`config.mk`:
```
export PLATFORM = sky130hd
export DESIGN_NAME = bkpt_trig_ctrl
export DESIGN_NICKNAME = d
export VERILOG_FILES = /design/src/rtl/bkpt_pkg.sv /design/src/rtl/bkpt_level_match.sv /design/src/rtl/bkpt_seq.sv /design/src/rtl/bkpt_resp.sv /design/src/rtl/bkpt_port.sv /design/src/rtl/bkpt_trig_ctrl.sv
export SDC_FILE = /design/constraint.sdc
export NUM_CORES = 1
export LEC_CHECK = 0
export BUFFER_PORTS_ARGS = -buffer_cell sky130_fd_sc_hd__buf_2
export CORE_MARGIN = 2
export CORE_UTILIZATION = 35
export CTS_BUF_LIST = sky130_fd_sc_hd__clkbuf_2 sky130_fd_sc_hd__clkbuf_4 sky130_fd_sc_hd__clkbuf_8
export DETAILED_ROUTE_END_ITERATION = 8
export GPL_TIMING_DRIVEN = 0
export PLACE_DENSITY = 0.68
export SYNTH_ARGS = -nofsm -noshare
export SYNTH_HDL_FRONTEND = slang
export SYNTH_SLANG_ARGS = --single-unit
```
`constraint.sdc`:
```
create_clock -name clk -period 1.9 [get_ports clk]
set_input_delay 0.285 -clock clk [delete_from_list [all_inputs] [get_ports clk]]
set_output_delay 0.285 -clock clk [all_outputs]
set_load 0.01 [all_outputs]
```
`src/rtl/bkpt_pkg.sv`:
```
package bkpt_pkg;

    localparam int NUM_SRC  = 3;
    localparam int SRC_PC   = 0;
    localparam int SRC_ADDR = 1;
    localparam int SRC_DATA = 2;
    localparam int NUM_LVL  = 2;
    localparam int ST_W     = 4;
    localparam int PST_W    = 4;
    localparam int RSP_W    = 2;

    typedef enum logic [ST_W-1:0] {
        ST_OFF   = 4'h0,
        ST_WAIT1 = 4'h2,
        ST_TRIG1 = 4'h4,
        ST_WAIT2 = 4'hA,
        ST_TRIG2 = 4'hC
    } bkpt_st_e;

    typedef enum logic [RSP_W-1:0] {
        RSP_NONE = 2'd0,
        RSP_HALT = 2'd1,
        RSP_IRQ  = 2'd2,
        RSP_RSVD = 2'd3
    } rsp_e;

    typedef struct packed {
        rsp_e               rsp;
        logic [NUM_SRC-1:0] l1_src;
        logic [NUM_SRC-1:0] l2_src;
    } bkpt_cfg_t;

    typedef struct packed {
        logic fire;
        logic fire_pc;
        rsp_e rsp;
    } fire_t;

    localparam logic [PST_W-1:0] PST_HALTED = 4'hF;
    localparam logic [PST_W-1:0] PST_RUN    = 4'h0;

    function automatic logic st_is_trig(bkpt_st_e s);
        return (s == ST_TRIG1) || (s == ST_TRIG2);
    endfunction

endpackage

```
`src/rtl/bkpt_level_match.sv`:
```
module bkpt_level_match
    import bkpt_pkg::*;
(
    input  logic [NUM_SRC-1:0] src_en,
    input  logic [NUM_SRC-1:0] hits,
    output logic               any_hit,
    output logic               pc_part
);
    logic [NUM_SRC-1:0] qual;

    generate
        for (genvar i = 0; i < NUM_SRC; i++) begin : g_src
            assign qual[i] = src_en[i] & hits[i];
        end
    endgenerate

    assign any_hit = |qual;
    assign pc_part = qual[SRC_PC];
endmodule

```
`src/rtl/bkpt_seq.sv`:
```
module bkpt_seq
    import bkpt_pkg::*;
(
    input  logic               clk,
    input  logic               rst,
    input  logic               cfg_we,
    input  bkpt_cfg_t          cfg_in,
    input  logic [NUM_SRC-1:0] hits,
    output bkpt_st_e           state,
    output fire_t              fire_o
);
    bkpt_cfg_t                       cfg_q;
    bkpt_st_e                        state_n;
    logic [NUM_LVL-1:0][NUM_SRC-1:0] lvl_src;
    logic [NUM_LVL-1:0]              lvl_any;
    logic [NUM_LVL-1:0]              lvl_pc;
    logic                            fire;
    logic                            fire_pc;

    assign lvl_src[0] = cfg_q.l1_src;
    assign lvl_src[1] = cfg_q.l2_src;

    generate
        for (genvar g = 0; g < NUM_LVL; g++) begin : g_lvl
            bkpt_level_match u_match (
                .src_en  (lvl_src[g]),
                .hits    (hits),
                .any_hit (lvl_any[g]),
                .pc_part (lvl_pc[g])
            );
        end
    endgenerate

    always_comb begin
        state_n = state;
        fire    = 1'b0;
        fire_pc = 1'b0;
        if (cfg_we) begin
            state_n = (|cfg_in.l1_src) ? ST_WAIT1 : ST_OFF;
        end else begin
            case (state)
                ST_WAIT1: begin
                    if (lvl_any[0]) begin
                        if (|lvl_src[1]) begin
                            state_n = ST_WAIT2;
                        end else begin
                            state_n = ST_TRIG1;
                            fire    = 1'b1;
                            fire_pc = lvl_pc[0];
                        end
                    end
                end
                ST_WAIT2: begin
                    if (lvl_any[1]) begin
                        state_n = ST_TRIG2;
                        fire    = 1'b1;
                        fire_pc = lvl_pc[1];
                    end
                end
                default: ;
            endcase
        end
    end

    always_ff @(posedge clk) begin
        if (rst) begin
            state <= ST_OFF;
            cfg_q <= '0;
        end else begin
            state <= state_n;
            if (cfg_we) cfg_q <= cfg_in;
        end
    end

    assign fire_o = '{fire: fire, fire_pc: fire_pc, rsp: cfg_q.rsp};


    cfg_load_chk: assert property (@(posedge clk) disable iff (rst)
        (cfg_we && |cfg_in.l1_src) |=> (state == ST_WAIT1));


    l1_arm_only_chk: assert property (@(posedge clk) disable iff (rst)
        (state == ST_WAIT1 && |cfg_q.l2_src && !cfg_we) |-> !fire_o.fire);


    trig_hold_chk: assert property (@(posedge clk) disable iff (rst)
        (st_is_trig(state) && !cfg_we) |=> (state == $past(state)) && !fire_o.fire);
endmodule

```
`src/rtl/bkpt_resp.sv`:
```
module bkpt_resp
    import bkpt_pkg::*;
(
    input  logic  clk,
    input  logic  rst,
    input  fire_t fire_i,
    input  logic  samp_pt,
    input  logic  nmi_req,
    input  logic  resume,
    output logic  halt_req,
    output logic  irq_pend,
    output logic  emu_mode,
    output logic  nmi_take
);
    logic fire_halt;
    logic fire_irq;
    logic fire_irq_pc;
    logic recog;

    assign fire_halt   = fire_i.fire && (fire_i.rsp == RSP_HALT);
    assign fire_irq    = fire_i.fire && (fire_i.rsp == RSP_IRQ);
    assign fire_irq_pc = fire_irq && fire_i.fire_pc;
    assign recog       = samp_pt && (irq_pend || fire_irq_pc);

    always_ff @(posedge clk) begin
        if (rst) begin
            halt_req <= 1'b0;
            irq_pend <= 1'b0;
            emu_mode <= 1'b0;
            nmi_take <= 1'b0;
        end else begin
            halt_req <= fire_halt | (halt_req & ~resume);
            if (recog)
                irq_pend <= fire_irq & ~fire_i.fire_pc;
            else
                irq_pend <= (irq_pend & ~resume) | fire_irq;
            emu_mode <= recog | (emu_mode & ~resume);
            nmi_take <= samp_pt & nmi_req & ~recog;
        end
    end


    halt_set_chk: assert property (@(posedge clk) disable iff (rst)
        fire_halt |=> halt_req);


    irq_taken_chk: assert property (@(posedge clk) disable iff (rst)
        (irq_pend && samp_pt && !fire_i.fire) |=> (emu_mode && !irq_pend));


    pc_precise_chk: assert property (@(posedge clk) disable iff (rst)
        (fire_irq_pc && samp_pt && !irq_pend) |=> (emu_mode && !irq_pend));


    resume_clr_chk: assert property (@(posedge clk) disable iff (rst)
        (resume && !fire_i.fire && !samp_pt) |=> (!halt_req && !irq_pend && !emu_mode));


    nmi_rank_chk: assert property (@(posedge clk) disable iff (rst)
        (samp_pt && nmi_req && irq_pend) |=> !nmi_take);
endmodule

```
`src/rtl/bkpt_port.sv`:
```
module bkpt_port
    import bkpt_pkg::*;
(
    input  bkpt_st_e         state,
    input  logic             port_busy,
    input  logic             halt_req,
    output logic [ST_W-1:0]  csr_nib,
    output logic [ST_W-1:0]  port_val,
    output logic             port_en,
    output logic [PST_W-1:0] pst
);
    always_comb begin
        csr_nib  = state;
        port_en  = ~port_busy;
        port_val = port_busy ? '0 : state;
        pst      = halt_req ? PST_HALTED : PST_RUN;
    end
endmodule

```
`src/rtl/bkpt_trig_ctrl.sv`:
```
module bkpt_trig_ctrl
    import bkpt_pkg::*;
(
    input  logic             clk,
    input  logic             rst,
    input  logic             cfg_we,
    input  logic [RSP_W-1:0] cfg_resp,
    input  logic [2:0]       cfg_l1_src,
    input  logic [2:0]       cfg_l2_src,
    input  logic             pc_hit,
    input  logic             addr_hit,
    input  logic             data_hit,
    input  logic             samp_pt,
    input  logic             nmi_req,
    input  logic             port_busy,
    input  logic             resume,
    output logic [ST_W-1:0]  bkpt_status,
    output logic [ST_W-1:0]  csr_bkpt,
    output logic [ST_W-1:0]  dbg_port,
    output logic             dbg_port_en,
    output logic             halt_req,
    output logic [PST_W-1:0] pst,
    output logic             dbg_irq_pend,
    output logic             emu_mode,
    output logic             nmi_take
);
    bkpt_cfg_t          cfg_in;
    logic [NUM_SRC-1:0] hits;
    bkpt_st_e           state;
    fire_t              fire;

    assign cfg_in.rsp    = rsp_e'(cfg_resp);
    assign cfg_in.l1_src = cfg_l1_src;
    assign cfg_in.l2_src = cfg_l2_src;

    always_comb begin
        hits           = '0;
        hits[SRC_PC]   = pc_hit;
        hits[SRC_ADDR] = addr_hit;
        hits[SRC_DATA] = data_hit;
    end

    bkpt_seq u_seq (
        .clk    (clk),
        .rst    (rst),
        .cfg_we (cfg_we),
        .cfg_in (cfg_in),
        .hits   (hits),
        .state  (state),
        .fire_o (fire)
    );

    bkpt_resp u_resp (
        .clk      (clk),
        .rst      (rst),
        .fire_i   (fire),
        .samp_pt  (samp_pt),
        .nmi_req  (nmi_req),
        .resume   (resume),
        .halt_req (halt_req),
        .irq_pend (dbg_irq_pend),
        .emu_mode (emu_mode),
        .nmi_take (nmi_take)
    );

    bkpt_port u_port (
        .state     (state),
        .port_busy (port_busy),
        .halt_req  (halt_req),
        .csr_nib   (csr_bkpt),
        .port_val  (dbg_port),
        .port_en   (dbg_port_en),
        .pst       (pst)
    );

    assign bkpt_status = state;


    quiet_rsp_chk: assert property (@(posedge clk) disable iff (rst)
        (fire.fire && (fire.rsp == RSP_NONE || fire.rsp == RSP_RSVD) && !halt_req && !dbg_irq_pend)
        |=> (!halt_req && !dbg_irq_pend));
endmodule

```
======== Yosys cells after proc, flatten, opt, wreduce, memory -nomap -nowiden ========
Index checks and enable logic that the tools add are counted.
word-level totals
  word-level logic and storage cells ...... 63
  output and inout bits ................... 21
  register bits after elaboration ......... 16
operators by class
  bitwise operators ....................... 19
  multiplexer cells ....................... 19
  equality and inequality tests ........... 6
  reduce and logical (&&, ||, !) cells .... 11
operators with widths
  operator                                              count
  2-to-1 mux 4 bit                                      6
  AND 1 bit                                             12
  OR reduction 3 bit                                    4
  2-to-1 mux 1 bit                                      9
  one-hot mux 4 bit (2 select lines)                    1
  inequality test 3 bit (second input constant)         2
  equality test 4 x 2 -> 1 bit (second input constant)  1
  equality test 4 bit (second input constant)           1
  logical AND 1 bit                                     4
  inverter 1 bit                                        4
  one-hot mux 1 bit (2 select lines)                    2
  bitwise OR 1 bit                                      3
  AND reduction 3 bit                                   1
  nonzero test 3 bit                                    1
  equality test 2 x 1 -> 1 bit (second input constant)  1
  equality test 2 bit (second input constant)           1
  2-to-1 mux 2 bit                                      1
  logical OR 1 bit                                      1

======== Depth between registers and ports, before layout ========
  depth in word-level cells ............... 11
  gate-level depth with buffers ........... 4

======== Cells and area by module ========
A second synthesis with hierarchy kept.
unflattened totals
  cell total of the unflattened synthesis .. 93
  area, all modules ....................... 830.8 um^2
modules (own cells, without submodules)
  module            cells an instance  instances  seq. area each (um^2)  area an instance (um^2)
  bkpt_seq          57                 1          220.2                  535.5
  bkpt_resp         17                 1          80.1                   163.9
  bkpt_port         13                 1          0.0                    88.8
  bkpt_level_match  3                  2          0.0                    21.3

======== Worst setup path before layout ========
OpenSTA, ideal clock, no wires.
  path kind ............................... reg2reg
  from .................................... reg u_seq.state[1]
  to ...................................... reg u_resp.emu_mode
  stages on the path, launching flop included .. 5
  setup time .............................. 73 ps
  arrival time ............................ 1450 ps
  setup slack ............................. 377 ps
  cell sequence ........................... dfxtp_1 -> or3b_4 -> or2_1 -> o31a_1 -> nor3_2
between the ends
  cells in the longest elaborated chain, start to end .. 8
  elaborated cells on any way between the ends .. 11
  those cells by class .................... 2 x eq/ne; 4 x mux; 1 x bitwise; 4 x reduce/logical
ends and longest elaborated chain
  item                                                                 line             text
  start: declaration                                                   bkpt_seq.sv:9    output bkpt_st_e state,
  start signal: assignment                                             bkpt_seq.sv:70   state <= state_n;
  equality test 4 bit or equality test 4 x 2 -> 1 bit (tied branches)  bkpt_seq.sv:41   case (state)
  one-hot mux 1 bit (2 select lines)                                   bkpt_seq.sv:41
  2-to-1 mux 1 bit                                                     bkpt_seq.sv:38   if (cfg_we) begin
  logical AND 1 bit                                                    bkpt_resp.sv:21  assign fire_irq = fire_i.fire && (fire_i.rsp == RSP_IRQ);
  logical AND 1 bit *                                                  bkpt_resp.sv:22  assign fire_irq_pc = fire_irq && fire_i.fire_pc;
  logical OR 1 bit *                                                   bkpt_resp.sv:23  assign recog = samp_pt && (irq_pend || fire_irq_pc);
  logical AND 1 bit *                                                  bkpt_resp.sv:23
  bitwise OR 1 bit *                                                   bkpt_resp.sv:37  emu_mode <= recog | (emu_mode & ~resume);
  end signal: assignment                                               bkpt_resp.sv:37
  end: declaration                                                     bkpt_resp.sv:12  output logic emu_mode,
Mark *: on every way between the ends. The rest lies on a longest branch, timed or not.
A chain may end at the register's enable or synchronous reset.

======== Worst setup path after layout ========
Ends and elaborated chain as after synthesis.

==> flow_metrics.tcl <==
set metrics [dict create \
    status "completed" \
    drt-vias-per-instance 4.70 \
    grt_pass1_vias 633 \
    multiInputGateArea_um2 392 \
    final_area_um2 1040 \
    cts-hold-fix-buffers 0 \
    num_vias 729 \
    worst_slack_ps 324 \
    p_int_mw 0.477 \
    cts_buffers 3 \
    switching_share_pct 25.5 \
    clk_latency_ps 270 \
    yosys_register_bits 15 \
    root_buffer "clkbuf_4" \
    drt_pass1_iterations 4 \
    routabilityCongestion 0.756 \
    die_h_um 51.6 \
    fin_setup_tns_ps 0 \
    grt_max_degree 11 \
    wirelength_mm 1.68 \
    synthToLayoutAreaGrowth_pct 30.6 \
    numPortBuffers 34 \
    die_width_um 51.6 \
    ys_warn_count 0 \
    fmax_mhz 635 \
    critPathKind "reg -> reg" \
    die_area_um2 2660 \
    drive_gt1_share_pct 43.3 \
    worst_path_largest_cell_delay_ps 430 \
    ys_seq_area_share_pct 37.9 \
    min_from "cfg_l2_src[2]" \
    start_kind "register" \
    end_kind "register" \
    power_frac_seq_pct 53.1 \
    crit_slowest_cell "dfxtp_1" \
    syn_inst 87 \
    ir_drop_mv 0.444 \
    dpl_worst_slack_ps 242 \
    grt_first_pass_wirelength_mm 2.70 \
    place_inst 151 \
    skew_ps 2.81 \
    wire_per_inst_um 10.8 \
    fin_crit_ps 1580 \
    fp-row-count 17 \
    ioPinCount 39 \
    cts_buffer_depth 2 \
    antenna_found_initial 0 \
    fin_crit_sh_pct 82.9 \
    cts_tree "yes" \
    power_density_nw_per_um2 618 \
    synth_area_um2 793 \
    antenna_cells 0 \
    cts_resized 0 \
    cts_setup_buffers 0 \
    slew_headroom_pct 55.7 \
    tightestPinTransition_ps 665 \
    placed_area_um2 1010 \
    crit_chain "or3b_4, or2_1, o31a_1, nor3_2" \
    finalNonFillerCells 155 \
    nFillCells 238 \
    layout.nets 146 \
    critPathMaxFanout 7 \
    hold_viol_final 0 \
    rsz0062_at_grt "no" \
    worstPathRequired_ps 2110 \
    drv_cap 0 \
    clk_pin_slew_ps 90 \
    final_antenna_net_count 0 \
    track_usage_pct 13.4 \
    place_hpwl_mm 1.35 \
    slew_violations 0 \
    cp_num_buf_inv 0 \
    drt_iter0_markers 37 \
    clockPowerShare_pct 30.0 \
    hold_path_class "in -> reg" \
    r2r-start "u_seq.state[1]" \
    initial_utilization_pct 36.6 \
    switchingPower_mw 0.164 \
    grt.overflow.total 0 \
    cts-htree-levels 1 \
    yosysUniqueCellTypes 28 \
    finalSetupViolations 0 \
    syn_avg_cell_area_um2 9.12 \
    cp.arrival_ps 1780 \
    clock-sinks 15 \
    startpoint "u_seq.state[1]" \
    drc 0 \
    core_um2 2170 \
    power.total_mw 0.640 \
    power.share.combinational_pct 16.9 \
    p_leak_nw 0.511 \
    critPathTopFamily "simple AND/OR/NAND/NOR gates" \
    regArea_um2 300 \
]
## synthesized netlist by cell type
cell	n	area, µm²
o31a_1	1	8.76
buf_1	1	3.75
conb_1	1	3.75
buf_4	10	75.1
a21oi_1	3	15.0
or2_1	1	6.26
a31oi_1	1	6.26
a32oi_1	2	17.5
nor2_1	14	52.6
and2_2	1	7.51
a222oi_1	2	20.0
nor3_2	1	10.0
inv_1	6	22.5
dfxtp_1	15	300
nor2b_1	2	12.5
a2111oi_0	1	8.76
mux2i_1	8	80.1
nand2b_1	1	6.26
nor4b_1	1	8.76
o31ai_2	1	12.5
o21ai_2	1	8.76
o32ai_4	1	27.5
clkbuf_1	2	7.51
or3b_4	1	11.3
nand3b_1	1	7.51
or4bb_1	1	11.3
nor3_1	6	30.0
or4_4	1	11.3
## metal layers
metal,share of wire (%),wire length (µm),up-vias,global-route usage [%]
li1,-,-,372,-
met1,45,761,326,17.9
met2,46,780,31,21.8
met3,8.1,136,0,1.72
met4,0,0,0,5.26
met5,0,0,-,0
## flip-flops by register name, indices dropped and copies added, names as in the netlist
| signal | cells |
|---|---|
| u_resp.halt_req | 1 |
| u_seq.cfg_q | 6 |
| u_resp.nmi_take | 1 |
| u_seq.fire_o | 2 |
| u_resp.emu_mode | 1 |
| u_seq.state | 3 |
| u_resp.irq_pend | 1 |
## power groups by stage
stage	clock, mW	combinational, mW	sequential [mW]
global route	0.215	0.119	0.343
CTS	0.201	0.109	0.340
global placement	0	0.105	0.346
finish	0.192	0.108	0.340
detailed placement	0	0.108	0.347
floorplan	0	0.0694	0.346
## per-stage QoR
step           util [%]  hold slack (ps)
5_1_grt            47.8              231
6_report           47.8              239
3_3_place_gp       46.4              476
4_1_cts            47.8              237
2_1_floorplan         -              399
3_5_place_dp       46.4              491
## placed cells by master, fill, tap and decap left out, drive strengths merged
master,instances
or2,1
nand2b,1
and2,1
nor2,14
a222oi,2
mux2i,8
o21ai,1
o31ai,1
clkbuf,6
buf,45
or4bb,1
a32oi,2
a31oi,1
conb,3
o31a,1
or4,1
a21oi,3
or3b,1
nor2b,2
inv,6
nand3b,1
dfxtp,15
o32ai,1
nor3,7
nor4b,1
a2111oi,1
## final cells by class
type / instances / share of cell area, %
Buffer: 13 / 8.33
Clock buffer: 4 / 2.90
Inverter: 6 / 2.17
Multi-Input combinational cell: 55 / 37.8
Sequential cell: 15 / 29.0
Tap cell: 28 / 3.38
Timing Repair Buffer: 34 / 16.4
## kinds of logic (layout without fill, tap and decap cells)
logic type,count (synthesis),in the layout,synth area share [%]
muxes,8,8,10.1
buffers and inverters,19,57,13.7
other,1,3,0.473
and+or+nand+nor,31,31,22.1
AOI/OAI and AO/OA,13,13,15.8
DFF,15,15,37.9
## worst paths after layout
path | end | slack [ps] | cells after the start
setup / recovery | u_resp.emu_mode | 320 | 4
hold / removal | u_seq.cfg_q[2] | 240 | 3
hold reg to reg | u_resp.nmi_take | 510 | 1
setup reg to reg | u_resp.emu_mode | 320 | 4
## tightest hold or removal path, stage by stage
cell and delay (ps):
buf_2 70, mux2i_1 50, nor2_1 70
(Power assumes the default switching activity.)
